[config.mk]
export PLATFORM = sky130hd
export DESIGN_NAME = uart_rx_buffer
export DESIGN_NICKNAME = d
export VERILOG_FILES = /design/src/rtl/uart_rx_buffer.sv
export SDC_FILE = /design/constraint.sdc
export NUM_CORES = 1
export LEC_CHECK = 0
export ABC_CLOCK_PERIOD_IN_PS = 6600
export BUFFER_PORTS_ARGS = -buffer_cell sky130_fd_sc_hd__buf_2
export CAP_MARGIN = 10
export CORE_MARGIN = 5
export CORE_UTILIZATION = 57
export DETAILED_ROUTE_END_ITERATION = 8
export PLACE_DENSITY_LB_ADDON = 0.25
export RECOVER_POWER = 100
export SLEW_MARGIN = 30
export SYNTH_ARGS = -nofsm -noshare
export SYNTH_HDL_FRONTEND = slang
export SYNTH_SLANG_ARGS = --single-unit
[constraint.sdc]
create_clock -name clk -period 6.6 [get_ports clk]
set_clock_uncertainty 0.2 [all_clocks]
set_input_delay 0.66 -clock clk [delete_from_list [all_inputs] [get_ports clk]]
set_output_delay 0.66 -clock clk [all_outputs]
set_load 0.01 [all_outputs]
[src/rtl/uart_rx_buffer.sv]
module uart_rx_buffer #(
  parameter int DEPTH = 16
) (
  input  logic        clk,
  input  logic        rst_n,
  input  logic        push_valid,
  input  logic [7:0]  push_data,
  input  logic        brk_evt,
  input  logic        reg_wr,
  input  logic        reg_rd,
  input  logic [1:0]  reg_addr,
  input  logic [31:0] reg_wdata,
  output logic [31:0] reg_rdata,
  input  logic [1:0]  src_clr,
  output logic        data_ready,
  output logic        irq_rx,
  output logic        irq_err,
  output logic        tx_flush
);

  localparam int AW = (DEPTH > 1) ? $clog2(DEPTH) : 1;
  localparam int CW = $clog2(DEPTH + 1);
  localparam logic [AW-1:0] LAST  = AW'(DEPTH - 1);
  localparam logic [CW-1:0] FULLC = CW'(DEPTH);

  logic [7:0]    mem [DEPTH];
  logic [AW-1:0] wp, rp;
  logic [CW-1:0] cnt;
  logic [7:0]    hold;
  logic [3:0]    err_q;
  logic          fifo_en;

  logic       in_valid, full, empty, rd_buf, rd_err, wr_ctl, rx_flush;
  logic       accepted, do_push, do_pop;
  logic [7:0] in_byte, cnt8;
  logic       unused_wdata;

  assign in_valid = push_valid | brk_evt;
  assign in_byte  = brk_evt ? 8'h00 : push_data;
  assign full     = (cnt == FULLC);
  assign empty    = (cnt == '0);
  assign rd_buf   = reg_rd && reg_addr == 2'd3;
  assign rd_err   = reg_rd && reg_addr == 2'd2;
  assign wr_ctl   = reg_wr && reg_addr == 2'd0;
  assign rx_flush = wr_ctl && reg_wdata[1];
  assign accepted = in_valid && !(rx_flush && fifo_en);
  assign do_push  = accepted && fifo_en && !full;
  assign do_pop   = rd_buf && fifo_en && !empty && !rx_flush;
  assign cnt8     = 8'(cnt);
  assign unused_wdata = ^reg_wdata[31:3];

  always_ff @(posedge clk) begin
    if (do_push) mem[wp] <= in_byte;
  end

  always_ff @(posedge clk or negedge rst_n) begin
    if (!rst_n) begin
      wp <= '0;
      rp <= '0;
      cnt <= '0;
    end else if (rx_flush) begin
      wp <= '0;
      rp <= '0;
      cnt <= '0;
    end else begin
      if (do_push) wp <= (wp == LAST) ? '0 : wp + 1'b1;
      if (do_pop)  rp <= (rp == LAST) ? '0 : rp + 1'b1;
      cnt <= cnt + CW'(do_push) - CW'(do_pop);
    end
  end

  always_ff @(posedge clk or negedge rst_n) begin
    if (!rst_n) begin
      fifo_en    <= 1'b0;
      hold       <= '0;
      err_q      <= '0;
      data_ready <= 1'b0;
      irq_rx     <= 1'b0;
      irq_err    <= 1'b0;
      tx_flush   <= 1'b0;
    end else begin
      tx_flush <= wr_ctl && reg_wdata[2];
      if (wr_ctl) fifo_en <= reg_wdata[0];
      if (accepted && !fifo_en) hold <= in_byte;

      if (rd_err)  err_q <= '0;
      if (brk_evt) err_q[3] <= 1'b1;

      if (rx_flush && fifo_en)           data_ready <= 1'b0;
      else if (do_pop && cnt == CW'(1))  data_ready <= 1'b0;
      else if (rd_buf && !fifo_en)       data_ready <= 1'b0;
      if (accepted)                      data_ready <= 1'b1;

      if (src_clr[0]) irq_rx <= 1'b0;
      if (accepted)   irq_rx <= 1'b1;
      if (src_clr[1]) irq_err <= 1'b0;
      if ((accepted && fifo_en && full) || (rd_buf && fifo_en && empty && !rx_flush))
        irq_err <= 1'b1;
    end
  end

  always_comb begin
    case (reg_addr)
      2'd0:    reg_rdata = {31'd0, fifo_en};
      2'd1:    reg_rdata = {23'd0, full, full ? 8'd0 : cnt8};
      2'd2:    reg_rdata = {28'd0, err_q};
      default: reg_rdata = !fifo_en ? {24'd0, hold} : (empty ? 32'd0 : {24'd0, mem[rp]});
    endcase
  end

  p_cnt_bound_r3: assert property (@(posedge clk) disable iff (!rst_n) cnt <= FULLC);

  p_full_drop_r6: assert property (@(posedge clk) disable iff (!rst_n)
    (full && fifo_en && in_valid && !reg_rd && !reg_wr) |=> (full && irq_err));

  p_empty_read_err_r7: assert property (@(posedge clk) disable iff (!rst_n)
    (rd_buf && fifo_en && empty && !reg_wr) |=> irq_err);

  p_push_ready_r5: assert property (@(posedge clk) disable iff (!rst_n)
    (in_valid && !reg_wr) |=> (data_ready && irq_rx));

  p_err_clear_r10: assert property (@(posedge clk) disable iff (!rst_n)
    (rd_err && !brk_evt) |=> (err_q == 4'd0));

  p_break_flag_r9: assert property (@(posedge clk) disable iff (!rst_n)
    brk_evt |=> err_q[3]);

  p_push_pop_r12: assert property (@(posedge clk) disable iff (!rst_n)
    (fifo_en && push_valid && rd_buf && !empty && !full && !reg_wr) |=> $stable(cnt));

endmodule

## Word level (Yosys, flattened, before mapping)

Memory sizes are Yosys's and may differ from the RTL's.
Index checks and enable logic that the tools add are counted.

- Bits in registers: 27
- Memory bits (writable): 128
- Output and inout bits: 36
- Memories: 1

- Add/subtract/negate cells: 4
- Equal/unequal tests: 7
- Muxes and demuxes: 24
- Bitwise operators: 1
- Reduce and logical (&&, ||, !) cells: 32

Memory list:

| name | depth | width | rd ports | clocked after Yosys merged registers in | write ports | line | text |
|---|---|---|---|---|---|---|---|
| mem | 16 | 8 | 1 | 0 | 1 | 26 | `logic [7:0] mem [DEPTH];` |

Operator list:

| kind | count |
|---|---|
| $mux 4 | 7 |
| $pmux 9 s3 | 1 |
| $mux 8 | 3 |
| $logic_and 1x1->1 | 18 |
| $mux 1 | 11 |
| $mux 5 | 2 |
| $reduce_bool 2->1 | 5 |
| $add 4x1->4 const B | 2 |
| $eq 4x4->1 const B | 2 |
| $add 5x1->5 | 1 |
| $eq 5x1->1 const B | 1 |
| $eq 5x5->1 const B | 1 |
| $logic_not 1->1 | 5 |
| $logic_not 5->1 | 1 |
| $sub 5x1->5 | 1 |
| $eq 2x2->1 const B | 2 |
| $reduce_bool 4->1 | 1 |
| $eq 2x1->1 const B | 1 |
| $logic_not 2->1 | 1 |
| $logic_or 1x1->1 | 1 |
| $or 1x1->1 | 1 |

## Logic depth before layout (Yosys ltp)

Gate-level depths: netlist (run 1).

- Depth in word-level cells: 11
- Depth in mapped cells: 15
- Gate-level depth less buffers: 14

## Worst setup path after synthesis (run 1)

Ideal clock, no wire load.

- Path type: input port to flip-flop
- From: in reg_addr[0]
- To: reg cnt[4]
- Setup time: 124 ps
- Arrival: 2,549 ps
- Data required time: 6,276 ps
- Setup slack: 3,726 ps
- Stages on the path: 13
- Cell sequence: nand4bb_1 > and3b_1 > inv_2 > buf_4 > ha_1 > inv_1 > ha_1 > inv_1 > fa_1 > nor2b_1 > o21bai_1 > a21oi_1 > nor3b_1

- Longest elaborated chain between the ends: 11

Ends and longest elaborated chain:

| element | line | text |
|---|---|---|
| start: declaration | 11 | `input logic [1:0] reg_addr,` |
| $logic_not 2->1 | 44 | `assign wr_ctl = reg_wr && reg_addr == 2'd0;` |
| $logic_and 1x1->1 | 44 |  |
| $logic_and 1x1->1 | 45 | `assign rx_flush = wr_ctl && reg_wdata[1];` |
| $logic_and 1x1->1 | 46 | `assign accepted = in_valid && !(rx_flush && fifo_en);` |
| $logic_not 1->1 | 46 |  |
| $logic_and 1x1->1 | 46 |  |
| $logic_and 1x1->1 (2 in series) | 47 | `assign do_push = accepted && fifo_en && !full;` |
| $add 5x1->5 | 68 | `cnt <= cnt + CW'(do_push) - CW'(do_pop);` |
| $sub 5x1->5 | 68 |  |
| $mux 5 * | 61 | `end else if (rx_flush) begin` |
| end signal: assignment | 68 |  |
| end: declaration | 28 | `logic [CW-1:0] cnt;` |

Mark *: on every way between the ends. The rest lies on a longest branch, timed or not.
A chain may end at the register's enable or synchronous reset.

## Worst setup path in the final report (run 1)

- From: in reg_addr[0]
- To: out reg_rdata[3]

- Longest elaborated chain between the ends: 2

Ends and longest elaborated chain:

| element | line | text |
|---|---|---|
| $eq 2x2->1, or another cell as far along | 103 | `case (reg_addr)` |
| $pmux 9 s3 * | 103 |  |
| end: declaration | 13 | `output logic [31:0] reg_rdata,` |

Marks and branches as above.

==> impl_metrics.tcl, run 1 <==
set metrics [dict create \
    outcome "finished with violations" \
    violations "max-capacitance violations, max-slew violations" \
    clkTransAtPathRegs_ns 0.06 \
    post_cts_buffers 0 \
    grt_max_degree 37 \
    worst_pin_slew_ns 1.54 \
    cellLeakagePower_nw 2.65 \
    drcViolationCount 0 \
    gp_congestion 0.867 \
    routed_via_density 5.92 \
    netlist_top_cells_area "edfxtp_1 56%, dfrtp_1 9.8%, mux4_2 8.2%, buf_4 2.8%, mux4_1 2.7%" \
    clk_latency_ns 0.42 \
    die_w_um 120 \
    syn_avg_cell_area_um2 16.4 \
    ant_nets 0 \
    period_needed_ns 3.87 \
    antenna_found_initial 0 \
    wl_per_cell_um 21.5 \
    finalCritPeriodShare_pct 58.6 \
    setup_violations 0 \
    netlist.top_cell.by_area "edfxtp_1" \
    area_growth_pct 9.35 \
    synth-warning-count 0 \
    grt_pass1_vias 3731 \
    grt_setup_unrepaired "no" \
    die_y_um 120 \
    end_kind "primary output" \
    vdd_drop_max_mv 0.238 \
    max-cap-violations 1 \
    cts_root_buffer "clkbuf_16" \
    grt_overflow_total 0 \
    placed_area_mm2 0.00707 \
    power.density_mw_per_mm2 365 \
    worstSetupPathType "input port to primary output" \
    cts-hold-fix-buffers 0 \
    required_ns 5.74 \
    cts.path.max_buffers 2 \
    cp.arrival_ns 3.01 \
    cts_resized 0 \
    core.rowCount 40 \
    synth_area_mm2 0.00688 \
    ys_seq_area_share_pct 65.7 \
    start_util_pct 57.8 \
    synth_common_cells "128 x edfxtp_1, 27 x dfrtp_1, 26 x buf_4, 25 x mux4_2, 20 x nand2_1" \
    cts_sinks 155 \
    fp.dieArea_mm2 0.0144 \
    fmax_mhz 259 \
    cts_tree "done" \
    pin_count 86 \
    synth.most_common_cell "edfxtp_1" \
    dr.pass1.iters 4 \
    synth_flop_cell "edfxtp_1" \
    fin_tns_setup_ns 0 \
    grt_use_total_pct 19.7 \
    grt_pass1_wl_um 20800 \
    dpl.hpwl_um 8920 \
    async_reset_ff_share_pct 17.4 \
    drive_gt1_share_pct 17.5 \
    synth-edff-count 128 \
    drv_slew 28 \
    min_path_type "input port to register" \
    critPathMaxFanout 14 \
    hold_viol_final 0 \
    synth_top_area_share_pct 55.9 \
    relSlewSlack_pct -2.44 \
    cts_made_buffers 17 \
    wl_um 13200 \
    h-tree-depth 4 \
    portBuffers 33 \
    fin_nets 518 \
    vias 3641 \
    syn_inst 419 \
    synth_seq_cells 155 \
    synth_cell_types 61 \
    coreArea_mm2 0.0119 \
    n_antenna_cell 0 \
    drt_iter0_drc 366 \
    stdcell_area_mm2 0.00752 \
    critPathLaunchType "input port" \
]
==> where the power goes <==
part | switching, mW | leakage [nW] | internal (mW)
logic | 0.357 | 0.894 | 0.293
registers | 0.0728 | 1.51 | 1.16
clock network | 0.382 | 0.249 | 0.478
==> state kept, by name, indices dropped and copies added, names as in the netlist <==
| signal | cells |
|---|---|
| mem | 128 |
| hold | 8 |
| cnt | 5 |
| rp | 4 |
| wp | 4 |
| data_ready | 1 |
| err_q | 1 |
| fifo_en | 1 |
| irq_err | 1 |
| irq_rx | 1 |
| tx_flush | 1 |
==> final timing paths <==
check                             from      endpoint  slack [ns]  cells after the start
max in group asynchronous        rst_n         rp[3]        4.78                      1
hold reg to reg               err_q[3]      err_q[3]        0.28                      1
hold / removal              src_clr[0]        irq_rx        0.25                      2
setup / recovery           reg_addr[0]  reg_rdata[3]        2.73                      6
min in group asynchronous        rst_n        irq_rx        0.41                      1
setup reg to reg                cnt[2]        cnt[4]        2.92                     13
==> critical path: stages <==
cell       delay (ns)
clkbuf_1         0.45
nand3_1          0.30
nor4_1           0.99
a22oi_1          0.23
o2111ai_1        0.17
clkbuf_1         0.19
==> cells by family after synthesis <==
kind of cell               count (synthesis)  share of synthesized area (%)
DFF                                      155                           65.7
and+or+nand+nor                           88                           8.07
buffers and inverters                     59                           5.06
AOI/OAI and AO/OA                         58                           5.95
muxes                                     44                           12.6
adders and majority gates                 12                           2.29
xor gates and xnor gates                   2                          0.255
other                                      1                         0.0545
==> area by class of cell <==
type                            count  area (um^2)
Inverter                           19         71.3
Fill cell                         828         4390
Tap cell                          147          184
Multi-Input combinational cell    227         2060
Clock buffer                       17          425
Clock inverter                     14         96.3
Sequential cell                   155         4520
Timing Repair Buffer               36          168
==> through the flow <==
stage / instances / util [%] / power (mW) / setup slack (ns) / hold slack [ns]
global route: 615 / 63.2 / 2.88 / 2.36 / 0.227
finish: 615 / 63.2 / 2.74 / 2.73 / 0.248
global placement: 584 / 59.3 / 1.89 / 3.12 / 0.252
CTS: 615 / 63.7 / 2.77 / 3.05 / 0.0677
floorplan: 441 / - / 1.76 / 3.73 / 0.164
detailed placement: 584 / 59.3 / 1.92 / 3.10 / 0.262
==> metal layers <==
layer / wire, um / track usage [%] / vias up
li1: - / - / 1661
met1: 5920 / 26.2 / 1853
met2: 6420 / 31.1 / 107
met3: 645 / 5.18 / 20
met4: 242 / 8.38 / 0
met5: 0 / 0 / -
==> cell usage in the layout (no fill, tap or decap), types with 8 or more instances in the layout <==
cell	n
dfrtp_1	26
inv_1	19
buf_2	20
clkbuf_1	14
ha_1	11
edfxtp_1	128
mux2i_1	10
conb_1	23
a22o_1	8
nand2_1	20
o21ai_0	10
clkbuf_16	17
mux4_2	25
and2_0	12
nor2b_1	16
a21oi_1	12
nor3_1	8
(Power assumes the default switching activity.)
==> inputs of run 2 (changes only) <==
ABC_AREA = 1   (was unset)
ABC_CLOCK_PERIOD_IN_PS = 4050   (was 6600)
clock period = 4.05 ns   (was 6.6 ns; I/O delays follow)
==> impl_metrics.tcl, run 2 <==
set metrics [dict create \
    outcome "finished with violations" \
    violations "max-capacitance violations, max-slew violations" \
    async_reset_ff_share_pct 17.4 \
    synth_flop_cell "edfxtp_1" \
    clkTransAtPathRegs_ns 0.06 \
    die_w_um 122 \
    hold_viol_final 0 \
    final_cell_mix "223 x nand2_1, 128 x edfxtp_1, 69 x nand3_1, 68 x inv_1, 67 x nor2_1" \
    grt_setup_unrepaired "no" \
    post_cts_buffers 0 \
    period_needed_ns 3.36 \
    core.rowCount 41 \
    netlist_top_cells_area "edfxtp_1 53%, nand2_1 11%, dfrtp_1 9.4%, nand3_1 4.8%, inv_1 3.4%" \
    fmax_mhz 297 \
    grt_pass1_vias 4763 \
    synth_area_mm2 0.00721 \
    n_antenna_cell 0 \
    syn_avg_cell_area_um2 10.1 \
    drt_iter0_drc 461 \
    die_y_um 122 \
    gp_congestion 0.903 \
    grt_pass1_wl_um 24700 \
    required_ns 3.44 \
    min_path_type "input port to register" \
    relSlewSlack_pct -6.33 \
    cts.path.max_buffers 2 \
    max-cap-violations 2 \
    coreArea_mm2 0.0125 \
    nFillCells 1017 \
    ys_seq_area_share_pct 62.7 \
    largest_register "mem" \
    finalCritPeriodShare_pct 83.1 \
    pin_count 86 \
    netlist.top_cell.by_area "edfxtp_1" \
    cellLeakagePower_nw 3.41 \
    dr.pass1.iters 5 \
    grt_max_degree 70 \
    fin_nets 813 \
    routed_via_density 5.33 \
    end_kind "primary output" \
    fin_tns_setup_ns 0 \
    syn_inst 715 \
    reg_top3 "mem: 128 flops, hold: 8 flops, cnt: 5 flops" \
    grt_overflow_total 0 \
    final_cells 936 \
    synth_seq_cells 155 \
    synth_top_area_share_pct 53.3 \
    wl_per_cell_um 17.0 \
    synth-edff-count 128 \
    post-route-util_pct 63.9 \
    ant_nets 0 \
    worst_pin_slew_ns 1.59 \
    vias 4986 \
    dpl.hpwl_um 10100 \
    dp.cells 900 \
    worstSetupPathType "register to primary output" \
    portBuffers 33 \
    drcViolationCount 0 \
    synth_cell_types 36 \
    cp.arrival_ns 2.76 \
    cts_root_buffer "clkbuf_16" \
    final_common_cell "nand2_1" \
    cts_tree "done" \
    clk_latency_ns 0.43 \
    critPathLaunchType "register" \
    power.density_mw_per_mm2 655 \
    critPathMaxFanout 26 \
    synth-warning-count 0 \
    fp.dieArea_mm2 0.0150 \
    cts_made_buffers 17 \
    synth.most_common_cell "nand2_1" \
    cts_sinks 155 \
    antenna_found_initial 0 \
    synth_common_cells "218 x nand2_1, 128 x edfxtp_1, 69 x nand3_1, 66 x inv_1, 65 x nor2_1" \
    h-tree-depth 4 \
    vdd_drop_max_mv 0.358 \
    largest_reg_flops 128 \
    drive_gt1_share_pct 9.69 \
    start_util_pct 57.6 \
    area_growth_pct 10.9 \
    grt_use_total_pct 22.3 \
    wl_um 15900 \
    drv_slew 46 \
    setup_violations 0 \
]
[run 2: changes by cell type after synthesis, sizes merged, moves of 16 or more]
cell	change
inv	+53
nand3	+65
nand2	+206
mux4	-32
nor2b	-16
nor2	+64
[run 2: critical path: stages (launching register included)]
cell and delay, ns:
dfrtp_1 0.70, inv_1 0.56, nor2_1 0.23, o21ai_0 0.10, nand3_1 0.15, nand2_1 0.06, nand2_1 0.11, nand2_1 0.06
nand2_1 0.07, nand2_1 0.07, nand2_1 0.07, clkbuf_1 0.15
[run 2: stage by stage]
stage	hold WS [ns]	cell area, um^2	worst slack, ns	total power, mW
5_1_grt	0.0850	8000	0.502	5.53
3_3_place_gp	0.250	7410	0.976	3.56
2_1_floorplan	-0.0906	7290	1.25	3.21
3_5_place_dp	0.259	7410	0.929	3.61
4_1_cts	0.0116	8090	0.954	5.29
6_report	0.0292	8000	0.686	5.24
[run 2: worst paths after layout]
path | from | to | slack, ns | cells past startpoint
hold reg to reg | err_q[3] | err_q[3] | 0.31 | 1
hold / removal | reg_wdata[0] | fifo_en | 0.03 | 3
setup reg to reg | cnt[3] | cnt[4] | 1.01 | 18
setup / recovery | rp[1] | reg_rdata[2] | 0.69 | 11
min in group asynchronous | rst_n | tx_flush | 0.71 | 2
max in group asynchronous | rst_n | rp[0] | 1.95 | 2
[run 2: cells by family (layout without fill, tap and decap cells)]
group | Yosys count | count (layout) | synth area share, %
AO/OA/AOI/OAI | 41 | 41 | 3.09
XOR/XNOR | 4 | 4 | 0.486
adder cells (fa/ha/maj) | 12 | 12 | 2.19
buffers and inverters | 121 | 148 | 8.22
flip-flops | 155 | 155 | 62.7
multiplexers | 8 | 8 | 1.25
other | 1 | 23 | 0.0520
AND/OR/NAND/NOR | 373 | 373 | 22.1
[run 2: per-layer routing]
layer	global-route usage [%]	vias up	wire length, um
li1	-	2370	-
met1	29.9	2409	6680
met2	35.9	182	7910
met3	4.84	25	943
met4	8.89	0	365
met5	0	-	0
[run 2: what timing repair did]
item	CTS	global route
gates resized for setup	0	0
endpoints found under the hold margin	30	0
setup endpoints to repair	0	0
hold buffers	4	0
[run 2: report_power, final]
group / switching (mW) / internal, mW
combinational: 1.03 / 0.451
clock: 0.631 / 1.05
sequential: 0.143 / 1.94
total: 1.80 / 3.44
[run 2: cell type report]
cell class	count	area, um^2	area share [%]
clock inverters	13	191	2.39
repair buffers	44	218	2.72
flip-flops and latches	155	4520	56.5
well taps	172	215	2.69
inverters	72	273	3.41
multi-input cells	461	2140	26.7
clock buffers	19	443	5.54
==> inputs of run 3 (changes only) <==
ABC_CLOCK_PERIOD_IN_PS = 3390   (was 4050)
clock period = 3.39 ns   (was 4.05 ns; I/O delays follow)
==> impl_metrics.tcl, run 3 (synthesis results as in run 2) <==
set metrics [dict create \
    post-place-ws_ns 0.307 \
    area_growth_pct 11.6 \
    cts_root_buffer "clkbuf_16" \
    slowest_delay_ns 0.66 \
    largest_reg_flops 128 \
    finalCritPeriodShare_pct 91.3 \
    grt_setup_unrepaired "no" \
    dpl.hpwl_um 10200 \
    end_kind "primary output" \
    routed_via_density 5.25 \
    vdd_drop_max_mv 0.365 \
    vias 4953 \
    largest_register "mem" \
    min_path_type "input port to register" \
    max-cap-violations 0 \
    cts.path.max_buffers 2 \
    gp_congestion 0.872 \
    die_y_um 122 \
    p_sw_mw 2.16 \
    setup_violations 0 \
    cp_slowest_cell "clkbuf_2" \
    wl_per_cell_um 16.6 \
    final_cells 944 \
    grt_use_met2_pct 36.2 \
    comb_power_share_pct 28.6 \
    crit_path_frequent_cell "nand2_1" \
    critPathLaunchType "register" \
    critPathMaxFanout 41 \
    fp.dieArea_mm2 0.0150 \
    coreArea_mm2 0.0125 \
    p_int_mw 4.09 \
    reg_top3 "mem: 128 flops, hold: 8 flops, cnt: 5 flops" \
    cts_sinks 155 \
    n_antenna_cell 0 \
    placed_area_mm2 0.00746 \
    fin_nets 821 \
    outcome "finished, final reports clean" \
    grt_overflow_total 0 \
    wl_um 15700 \
    grtUsageMet1_pct 29.5 \
    portBuffers 33 \
    use_met3_pct 4.88 \
    grt_use_total_pct 22.3 \
    hold_viol_final 0 \
    h-tree-depth 4 \
    cp.arrival_ns 2.56 \
    switching_share_pct 34.5 \
    clkPwrFrac_pct 31.6 \
    drt_iter0_drc 593 \
    period_needed_ns 3.09 \
    multi_input_area_mm2 0.00214 \
    drive_gt1_share_pct 10.1 \
    cts_tree "done" \
    p_seq_share_pct 39.7 \
    required_ns 2.85 \
    relSlewSlack_pct 0.668 \
    power.density_mw_per_mm2 777 \
    clkTransAtPathRegs_ns 0.06 \
    worst_slack_ns 0.295 \
    die_w_um 122 \
    worstSetupPathType "register to primary output" \
    nFillCells 1005 \
    final_common_cell "nand2_1" \
    pin_count 86 \
    dp.cells 905 \
    grt_pass1_vias 4731 \
    crit_buf_inv 3 \
    cts_made_buffers 17 \
    dr.pass1.iters 5 \
    fmax_mhz 323 \
    drv_slew 0 \
    core.rowCount 41 \
    busiest_layer "met2" \
    fin_tns_setup_ns 0 \
    cellLeakagePower_nw 3.45 \
    grt_pass1_wl_um 24700 \
    antenna_found_initial 0 \
    seq_area_mm2 0.00452 \
    stdcell_area_mm2 0.00805 \
    ant_nets 0 \
    clk_latency_ns 0.43 \
    final_cell_mix "223 x nand2_1, 128 x edfxtp_1, 69 x nand3_1, 67 x inv_1, 66 x nor2_1" \
    start_util_pct 57.6 \
    r2r_cells 18 \
    grt_max_degree 54 \
    cpLargestDelayFamily "buffers and inverters" \
    worst_pin_slew_ns 1.49 \
    hold_path_depth 3 \
    total_power_mw 6.25 \
    crit_chain "clkbuf_2 -> nand2_1 -> nand3_1 -> nand2_1 -> inv_1 -> nand3_1 -> nand2_1 -> nand2_1 -> a21oi_1 -> clkbuf_1" \
    drcViolationCount 0 \
    path_depth 10 \
]
==> run 3: cell count changes in the layout (fill, tap and decap cells not counted), sizes merged <==
| cell | delta |
|---|---|
| clkinvlp | -4 |
| clkinv | +3 |
| dlygate4sd3 | +2 |
| clkbuf | +7 |
| inv | +1 |
| bufinv | -1 |
==> run 3: worst reg2reg max path, cell delays in order, from the launching register on <==
cell and delay, ns:
dfrtp_1 0.41, inv_1 0.09, ha_1 0.14, nand2_1 0.08
nor2_2 0.13, nand2_1 0.10, nand2_1 0.14, inv_1 0.10
ha_1 0.29, inv_1 0.06, ha_1 0.16, inv_1 0.05
fa_1 0.35, inv_1 0.07, nand2_1 0.07, a21oi_1 0.12
or2_2 0.13, o21ai_0 0.07, a21oi_1 0.12
==> run 3: area by class of cell <==
class | count | area share, %
flip-flops and latches | 155 | 56.1
multi-input cells | 461 | 26.6
clock buffers | 20 | 5.80
repair buffers | 52 | 3.43
inverters | 72 | 3.36
well taps | 172 | 2.67
clock inverters | 12 | 1.99
==> run 3: what timing repair did <==
item                       in CTS  in global routing
hold buffers                    6                  0
setup buffers                   0                  1
resized for setup               0                  1
setup endpoints to repair       0                  1
hold endpoints to repair       31                  0
==> run 3: layer usage <==
metal	part of all wire, %	vias to the layer above
met5	0	-
met4	2.0	0
met3	7.4	24
met2	49	188
met1	41	2361
li1	-	2380
==> run 3: power groups by stage <==
stage          logic, mW  clock network [mW]  registers (mW)
6_report            1.79                1.98            2.48
3_5_place_dp        1.82                   0            2.51
5_1_grt             2.01                2.07            2.51
2_1_floorplan       1.40                   0            2.43
4_1_cts             1.83                1.99            2.48
3_3_place_gp        1.76                   0            2.50
==> run 3: final timing paths <==
path | from | end | slack [ns]
min | reg_rd | err_q[3] | 0.03
min reg2reg | err_q[3] | err_q[3] | 0.28
max in group asynchronous | rst_n | rp[0] | 1.40
max reg2reg | cnt[3] | cnt[4] | 0.43
max | rp[0] | reg_rdata[6] | 0.30
min in group asynchronous | rst_n | hold[7] | 0.61
==> run 3: metrics by stage <==
step | hold slack (ns) | util, %
2_1_floorplan | -0.157 | -
3_3_place_gp | 0.184 | 59.6
3_5_place_dp | 0.190 | 59.6
4_1_cts | 0.0177 | 65.1
5_1_grt | 0.0354 | 64.3
6_report | 0.0255 | 64.3
